[src/rtl/clk_div_pkg.sv]
package clk_div_pkg;
  localparam int unsigned CNT_W = 3;

  typedef logic [CNT_W-1:0] div_t;

  function automatic div_t dec_a(input logic sel);
    return sel ? div_t'(4) : div_t'(2);
  endfunction

  // 2'b11 aliases to divide-by-5
  function automatic div_t dec_b(input logic [1:0] sel);
    case (sel)
      2'b00:   return div_t'(4);
      2'b10:   return div_t'(6);
      default: return div_t'(5);
    endcase
  endfunction
endpackage

[src/rtl/clk_div_en_sync.sv]
module clk_div_en_sync #(
  parameter int unsigned STAGES = 2
) (
  input  logic clk_i,
  input  logic rst_ni,
  input  logic en_ni,
  output logic run_o
);
  logic [STAGES-1:0] sync_q;

  always_ff @(posedge clk_i or negedge rst_ni) begin
    if (!rst_ni) sync_q <= '0;
    else         sync_q <= {sync_q[STAGES-2:0], ~en_ni};
  end

  assign run_o = sync_q[STAGES-1];
endmodule

[src/rtl/clk_div_bank.sv]
module clk_div_bank #(
  parameter int unsigned CW      = 3,
  parameter int unsigned DIV_RST = 2
) (
  input  logic          clk_i,
  input  logic          rst_ni,
  input  logic          run_i,
  input  logic [CW-1:0] div_i,
  output logic          q_o,
  output logic          active_o
);
  logic          act_q, act_d, q_q, q_d;
  logic [CW-1:0] cnt_q, cnt_d, div_q, div_d;
  logic [CW:0]   hi_d;
  logic          wrap;

  assign wrap = act_q && (cnt_q == div_q - CW'(1));

  always_comb begin
    act_d = act_q;
    cnt_d = cnt_q + CW'(1);
    div_d = div_q;
    if (!act_q) begin
      cnt_d = '0;
      div_d = div_i;
      act_d = run_i;
    end else if (wrap) begin
      // period boundary: new ratio and enable state take effect here
      cnt_d = '0;
      div_d = div_i;
      act_d = run_i;
    end
    hi_d = ({1'b0, div_d} + (CW+1)'(1)) >> 1;
    q_d  = act_d && ({1'b0, cnt_d} < hi_d);
  end

  always_ff @(posedge clk_i or negedge rst_ni) begin
    if (!rst_ni) begin
      act_q <= 1'b0;
      cnt_q <= '0;
      div_q <= CW'(DIV_RST);
      q_q   <= 1'b0;
    end else begin
      act_q <= act_d;
      cnt_q <= cnt_d;
      div_q <= div_d;
      q_q   <= q_d;
    end
  end

  assign q_o      = q_q;
  assign active_o = act_q;

  p_start_high_r5: assert property (@(posedge clk_i) disable iff (!rst_ni)
    $rose(act_q) |-> q_q);
  p_park_low_r4: assert property (@(posedge clk_i) disable iff (!rst_ni)
    !act_q |-> !q_q);
  p_div_hold_r8: assert property (@(posedge clk_i) disable iff (!rst_ni)
    (act_q && cnt_q != '0) |-> $stable(div_q));
  p_cnt_range_r2: assert property (@(posedge clk_i) disable iff (!rst_ni)
    act_q |-> (cnt_q < div_q));
endmodule

[src/rtl/clk_div_banks.sv]
module clk_div_banks
  import clk_div_pkg::*;
#(
  parameter int unsigned NUM_PAIRS   = 2,
  parameter int unsigned SYNC_STAGES = 2
) (
  input  logic                 clk_i,
  input  logic                 rst_ni,
  input  logic                 en_ni,
  input  logic                 sel_a_i,
  input  logic [1:0]           sel_b_i,
  output logic [NUM_PAIRS-1:0] qa_o,
  output logic [NUM_PAIRS-1:0] qa_n_o,
  output logic [NUM_PAIRS-1:0] qb_o,
  output logic [NUM_PAIRS-1:0] qb_n_o
);
  logic run, qa, qb, act_a, act_b;

  clk_div_en_sync #(.STAGES(SYNC_STAGES)) u_sync (
    .clk_i(clk_i), .rst_ni(rst_ni), .en_ni(en_ni), .run_o(run)
  );

  clk_div_bank #(.CW(CNT_W), .DIV_RST(2)) u_bank_a (
    .clk_i(clk_i), .rst_ni(rst_ni), .run_i(run), .div_i(dec_a(sel_a_i)),
    .q_o(qa), .active_o(act_a)
  );

  clk_div_bank #(.CW(CNT_W), .DIV_RST(4)) u_bank_b (
    .clk_i(clk_i), .rst_ni(rst_ni), .run_i(run), .div_i(dec_b(sel_b_i)),
    .q_o(qb), .active_o(act_b)
  );

  for (genvar p = 0; p < NUM_PAIRS; p++) begin : g_pair
    assign qa_o[p]   = qa;
    assign qa_n_o[p] = ~qa;
    assign qb_o[p]   = qb;
    assign qb_n_o[p] = ~qb;
  end

  p_align_r6: assert property (@(posedge clk_i) disable iff (!rst_ni)
    ($rose(act_a) && !$past(act_b)) |-> act_b);
  p_reset_out_r3: assert property (@(posedge clk_i)
    !rst_ni |-> (qa_o == '0 && qb_o == '0 && qa_n_o == '1 && qb_n_o == '1));
endmodule

[config.mk]
export PLATFORM = sky130hd
export DESIGN_NAME = clk_div_banks
export DESIGN_NICKNAME = d
export VERILOG_FILES = /design/src/rtl/clk_div_pkg.sv /design/src/rtl/clk_div_en_sync.sv /design/src/rtl/clk_div_bank.sv /design/src/rtl/clk_div_banks.sv
export SDC_FILE = /design/constraint.sdc
export NUM_CORES = 1
export LEC_CHECK = 0
export ABC_AREA = 0
export BUFFER_PORTS_ARGS = -buffer_cell sky130_fd_sc_hd__clkbuf_2
export CORE_ASPECT_RATIO = 1.75
export CORE_MARGIN = 1
export CORE_UTILIZATION = 43
export CTS_CLUSTER_DIAMETER = 30
export DETAILED_ROUTE_END_ITERATION = 8
export PLACE_DENSITY = 0.67
export SLEW_MARGIN = 20
export SYNTH_ARGS = -nofsm -noshare
export SYNTH_HDL_FRONTEND = slang
export SYNTH_HIERARCHICAL = 1
export SYNTH_SLANG_ARGS = --single-unit
[constraint.sdc]
create_clock -name clk_i -period 8.73 [get_ports clk_i]
set_clock_uncertainty 0.15 [all_clocks]
set_input_delay 1.3095 -clock clk_i [delete_from_list [all_inputs] [get_ports clk_i]]
set_output_delay 1.3095 -clock clk_i [all_outputs]
set_load 0.01 [all_outputs]
==> results of run 1 <==
## cell families (layout without fill, tap and decap cells)
kind of cell | count (synthesis) | count (layout)
buffers and inverters | 21 | 29
multiplexers | 2 | 2
AO/OA/AOI/OAI | 16 | 16
XOR/XNOR | 10 | 10
adder cells (fa/ha/maj) | 10 | 10
AND/OR/NAND/NOR | 19 | 19
flip-flops | 18 | 18
other | 2 | 4
## cells in the mapped netlist
library cell	number
mux2_4	2
xor3_2	2
nand2_1	6
o21ai_0	6
o311a_2	2
buf_6	2
dfrtp_1	16
nor2_1	8
clkbuf_1	1
inv_1	12
xnor2_1	8
nor2b_1	1
conb_1	2
a21o_1	2
nand2b_1	2
ha_1	10
nand3_1	2
buf_4	6
a41oi_1	2
dfstp_2	2
a21oi_1	2
o31ai_4	2
## per-stage QoR
stage	setup slack, ps	utilization, %
6_report	5630	49.7
5_1_grt	5420	49.7
4_1_cts	5610	49.7
3_5_place_dp	5630	47.3
3_3_place_gp	5660	47.3
2_1_floorplan	5900	-
## metal layers
metal	vias up	GRT usage (%)	wire [um]
li1	330	-	-
met4	0	7.76	26
met1	316	15.0	668
met3	4	1.95	42
met2	13	29.1	959
met5	-	0	0
## cell type report
class	count	area, um2	share of cell area, %
multi-input cells	61	509	44.0
flip-flops and latches	18	453	39.1
repair buffers	13	65.1	5.62
clock buffers	4	55.1	4.75
inverters	12	45.0	3.89
well taps	25	31.3	2.70
## worst max-delay path: cells and delay by family, from the launching register on
kind	cells	cell delay, ps
AO/OA/AOI/OAI	5	1220
buffers and inverters	1	50
XOR/XNOR	2	380
flip-flops	1	530
adder cells (fa/ha/maj)	3	710
## how the worst max path moves through the flow
stage	startpoint	end	slack (ps)
after floorplan	sel_b_i[1]	u_bank_b/q_o	5900
after global placement	u_bank_b/div_q[0]	u_bank_b/q_o	5660
after detailed placement	u_bank_b/div_q[0]	u_bank_b/q_o	5630
after CTS	u_bank_b/div_q[0]	u_bank_b/q_o	5610
after global routing	u_bank_a/div_q[1]	u_bank_a/q_o	5420
final	u_bank_a/div_q[1]	u_bank_a/q_o	5630
## sequential cells by signal, summed over array words and instances, names as in the netlist
name,count
u_bank_a/div_q,3
u_sync/sync_q,2
u_bank_a/q_o,1
u_bank_a/cnt_q,3
u_bank_a/active_o,1
u_bank_b/active_o,1
u_bank_b/q_o,1
u_bank_b/cnt_q,3
u_bank_b/div_q,3
==> results.json, run 1 <==
{
  "antenna_left": 0,
  "wl_mm": 1.70,
  "min_path_type": "reg -> reg",
  "viasPerCell": 4.98,
  "finalHoldViolCount": 0,
  "numCtsBuffers": 3,
  "crit_path_end_kind": "flip-flop",
  "hp-start": "u_sync/sync_q[0]",
  "cts_hold_buffers": 0,
  "htreeDepth": 1,
  "slew_headroom_pct": 63.8,
  "final-setup-viol-count": 0,
  "row_count": 23,
  "worstPathCellList": "inv_1 > ha_1 > xor3_2 > o31ai_4 > o21ai_0 > ha_1 > xnor2_1 > ha_1 > a21o_1 > a21oi_1 > o311a_2",
  "fp.dieW_um": 39.7,
  "max_cap_viol_count": 0,
  "whs_ps": 212,
  "cp.required_ps": 8770,
  "final_common_cell": "dfrtp_1",
  "cts_setup_buffers": 0,
  "dieArea_um2": 2700,
  "wl_per_cell_um": 12.8,
  "period_minus_slack_ps": 3100,
  "fin_nets": 125,
  "arrival_ps": 3140,
  "synthToLayoutAreaGrowth_pct": 8.18,
  "finalCritPeriodShare_pct": 35.5,
  "antenna_found_initial": 0,
  "status": "complete, no violations",
  "synth_area_um2": 1070,
  "slew_violations": 0,
  "clk_path_buf_depth": 2,
  "rsz0062_at_grt": "false",
  "synth_top_area_share_pct": 37.4,
  "postPlaceCellArea_um2": 1100,
  "rr_startpoint": "u_bank_a/div_q[1]",
  "crit_slowest_cell": "dfstp_2",
  "place_congestion": 0.663,
  "dr.pass1.iters": 4,
  "min_to": "u_sync/sync_q[1]",
  "dp_hpwl_mm": 1.35,
  "yosysUniqueCellTypes": 22,
  "n_fill_cell": 235,
  "grt_max_degree": 19,
  "overflow": 0,
  "clk_pin_slew_ps": 70,
  "crit_type": "reg -> reg",
  "setup_tns_ps": 0,
  "clkSinkCount": 18,
  "core_um2": 2330,
  "r2r_slack_ps": 5630,
  "crit_fanout": 13,
  "yosysWarnings": 6,
  "worst_pin_slew_ps": 543,
  "cpMostUsedCell": "ha_1",
  "dp_cells": 129,
  "yosysSeqAreaShare_pct": 42.3,
  "synthAdderAreaFrac_pct": 11.7,
  "portBuffers": 13,
  "drive_gt1_share_pct": 25.0,
  "drcViolationCount": 0,
  "holdPathStages": 0,
  "first_iter_violations": 5,
  "antenna_cells": 0,
  "synthMuxAreaShare_pct": 2.80,
  "final_cells": 133,
  "synth_xor_area_share_pct": 11.2,
  "dr_total_vias": 663,
  "critPathMaxStageDelay_ps": 530,
  "io_pins": 14,
  "grt_pass1_wl_mm": 2.79,
  "synth-compound-area-share_pct": 12.9,
  "root_buffer": "clkbuf_8",
  "ys_seq_elements": 18,
  "synth_area_leaders": "dfrtp_1, ha_1, xnor2_1, dfstp_2, xor3_2",
  "clk_latency_ps": 250,
  "die_h_um": 68.0,
  "cts_resized": 0,
  "rr_endpoint": "u_bank_a/q_o",
  "start_util_pct": 45.9,
  "start_kind": "flip-flop",
  "postSynthAreaPerCell_um2": 10.9,
  "synth_top_family_by_area": "compound AO/OA/AOI/OAI gates",
  "synthSimpleGateAreaFrac_pct": 7.59,
  "cts_tree": "built",
  "grt_use_total_pct": 15.4,
  "grt_pass1_vias": 671,
  "synthCells": 98,
  "fmax_mhz": 323,
  "worstRegToRegCells": 11,
  "fin_area_um2": 1160,
  "layout_common_cells": "dfrtp_1, clkbuf_2, inv_1",
  "yosys.area.top_type": "dfrtp_1"
}
Power of run 1 is left out: the tool's default activity adds up to more than one toggle a clock period on the data nets, which glitch-free logic cannot reach.
==> inputs of run 2 (changes only) <==
--- a/config.mk
+++ b/config.mk
@@ -5,7 +5,7 @@
 export SDC_FILE = /design/constraint.sdc
 export NUM_CORES = 1
 export LEC_CHECK = 0
-export ABC_AREA = 0
+export ABC_AREA = 1
 export BUFFER_PORTS_ARGS = -buffer_cell sky130_fd_sc_hd__clkbuf_2
 export CORE_ASPECT_RATIO = 1.75
 export CORE_MARGIN = 1
==> constraint.sdc (replaced) <==
create_clock -name clk_i -period 3.15 [get_ports clk_i]
set_clock_uncertainty 0.15 [all_clocks]
set_input_delay 0.4725 -clock clk_i [delete_from_list [all_inputs] [get_ports clk_i]]
set_output_delay 0.4725 -clock clk_i [all_outputs]
set_load 0.01 [all_outputs]
==> run 2 against run 1 <==
The flow now finishes with violations (negative hold slack). First-iteration DRC count up 120%. Routed wire length is 17% higher. Flip-flop and latch count unchanged. Worst setup slack got worse by 5100 ps. Worst hold slack worse by 220 ps. Area after synthesis is 11% higher. Final cell count rose by 35%. Non-clock buffer count stayed put. Critical endpoint unchanged. Highest routed layer unchanged.
==> results.json, run 2 <==
{
  "status": "complete, but fails checks",
  "failed_checks": "negative hold slack",
  "r2r_slack_ps": 530,
  "place_congestion": 0.760,
  "ys_top_cells_by_count": "inv_1, nand2_1, dfrtp_1, nand2_2, ha_1",
  "layout_common_cells": "inv_1, nand2_1, dfrtp_1",
  "wl_per_cell_um": 11.1,
  "final-setup-viol-count": 0,
  "first_iter_violations": 11,
  "finalCritPeriodShare_pct": 83.2,
  "htreeDepth": 1,
  "drive_gt1_share_pct": 32.0,
  "crit_type": "reg -> reg",
  "dieArea_um2": 2980,
  "cts_tree": "built",
  "fmax_mhz": 382,
  "min_path_type": "in -> async",
  "antenna_cells": 0,
  "grt_max_degree": 19,
  "period_minus_slack_ps": 2620,
  "row_count": 24,
  "cp.required_ps": 3190,
  "start_kind": "flip-flop",
  "synthToLayoutAreaGrowth_pct": 8.76,
  "critPathMaxStageDelay_ps": 530,
  "synth-async-reset-ratio_pct": 100,
  "arrival_ps": 2660,
  "clk_path_buf_depth": 2,
  "wl_mm": 1.98,
  "cts_setup_buffers": 0,
  "antenna_found_initial": 0,
  "slew_violations": 0,
  "antenna_left": 0,
  "crit_fanout": 8,
  "synth_flop_cell": "dfrtp_1",
  "yosysSeqAreaShare_pct": 38.2,
  "final_common_cell": "inv_1",
  "postSynthAreaPerCell_um2": 8.29,
  "numCtsBuffers": 3,
  "portBuffers": 13,
  "grt_use_total_pct": 15.6,
  "root_buffer": "clkbuf_8",
  "cpMostUsedCell": "nand2_1",
  "syn_nets": 159,
  "synth-edff-count": 0,
  "fin_nets": 170,
  "core_um2": 2550,
  "clkSinkCount": 18,
  "synthCells": 143,
  "fp.dieW_um": 41.7,
  "dr.pass1.iters": 4,
  "yosysUniqueCellTypes": 20,
  "whs_ps": -3.72,
  "dr_total_vias": 867,
  "cts_resized": 0,
  "rsz0062_at_grt": "false",
  "crit_slowest_cell": "dfstp_2",
  "io_pins": 14,
  "synth_top_area_share_pct": 33.8,
  "crit_path_end_kind": "flip-flop",
  "grt_pass1_vias": 895,
  "yosys.area.top_type": "dfrtp_1",
  "finalHoldViolCount": 6,
  "drcViolationCount": 0,
  "synth_area_leaders": "dfrtp_1, ha_1, inv_1, nand2_1, nand2_2",
  "clk_pin_slew_ps": 70,
  "ys_seq_elements": 18,
  "n_fill_cell": 243,
  "synth.most_common_cell": "inv_1",
  "start_util_pct": 46.4,
  "yosysWarnings": 6,
  "dp_hpwl_mm": 1.69,
  "grt_pass1_wl_mm": 3.57,
  "die_h_um": 71.4,
  "clk_latency_ps": 250,
  "cts_hold_buffers": 0,
  "overflow": 0,
  "setup_tns_ps": 0,
  "worstPathCellList": "inv_1 > ha_1 > xnor2_1 > nor2_2 > nand2_2 > nand2_4 > nand2_1 > nand2_2 > ha_1 > nand3b_1 > nand2_1 > ha_1 > nand2_1 > inv_1 > nand2_1 > nand2_1 > nor2_1",
  "synth_area_um2": 1180,
  "max_cap_viol_count": 0,
  "viasPerCell": 4.84
}
[run 2: cell types whose count changed in the layout (fill, tap and decap cells not counted), sizes merged, moves of 4 or more]
cell   before  now
nor2        8   13
inv        12   29
nand3       2    8
xnor2       8    4
nand2       6   44
[run 2: per-layer routing]
| layer | global-route usage [%] | up-vias | routed length, um |
|---|---|---|---|
| met2 | 32.5 | 10 | 1250 |
| met3 | 1.51 | 6 | 31 |
| li1 | - | 440 | - |
| met4 | 8.96 | 0 | 56 |
| met1 | 13.4 | 411 | 646 |
| met5 | 0 | - | 0 |
[run 2: final cells by class]
| type | count | area, um2 | share of cell area (%) |
|---|---|---|---|
| Inverter | 29 | 109 | 8.45 |
| Timing Repair Buffer | 13 | 65.1 | 5.05 |
| Sequential cell | 18 | 453 | 35.1 |
| Tap cell | 26 | 32.5 | 2.52 |
| Clock buffer | 4 | 55.1 | 4.27 |
| Multi-Input combinational cell | 89 | 574 | 44.6 |
[run 2: through the flow]
| step | worst slack (ps) | hold slack [ps] | instance area (um2) | instances | utilization (%) |
|---|---|---|---|---|---|
| 3_3_place_gp | 650 | 184 | 1230 | 175 | 48.3 |
| 4_1_cts | 525 | 13.8 | 1290 | 179 | 50.5 |
| 2_1_floorplan | 715 | 26.9 | 1180 | 143 | - |
| 3_5_place_dp | 546 | 201 | 1230 | 175 | 48.3 |
| 6_report | 531 | -3.72 | 1290 | 179 | 50.5 |
| 5_1_grt | 297 | 20.9 | 1290 | 179 | 50.5 |
[run 2: logic make-up (layout without fill, tap and decap cells)]
kind of cell             after synthesis  after routing  share of synthesized area (%)
AO/OA/AOI/OAI                          6              6                           3.17
XOR/XNOR                               4              4                           2.96
adder cells (fa/ha/maj)               10             10                           10.6
buffers and inverters                 36             46                           13.3
flip-flops                            18             18                           38.2
other                                  2              2                          0.634
AND/OR/NAND/NOR                       67             67                           31.1
[run 2: path summary, 6_finish.rpt]
kind                                   startpoint                 to  cells after the start
max in group asynchronous                  rst_ni  u_bank_b/div_q[2]                      1
worst max-delay path            u_bank_a/div_q[1]       u_bank_a/q_o                     17
worst min register to register   u_sync/sync_q[0]   u_sync/sync_q[1]                      0
worst min-delay path                       rst_ni  u_bank_b/div_q[0]                      1
worst max register to register  u_bank_a/div_q[1]       u_bank_a/q_o                     17
min in group clk_i                          en_ni   u_sync/sync_q[0]                      2
[run 2: critical path, delay by kind of cell, from the launching register on]
family | cells | cell delay [ps]
buffers and inverters | 2 | 70
and+or+nand+nor | 11 | 920
adders and majority gates | 3 | 720
DFF | 1 | 530
xor gates and xnor gates | 1 | 170
Power of run 2 is left out for the same reason.
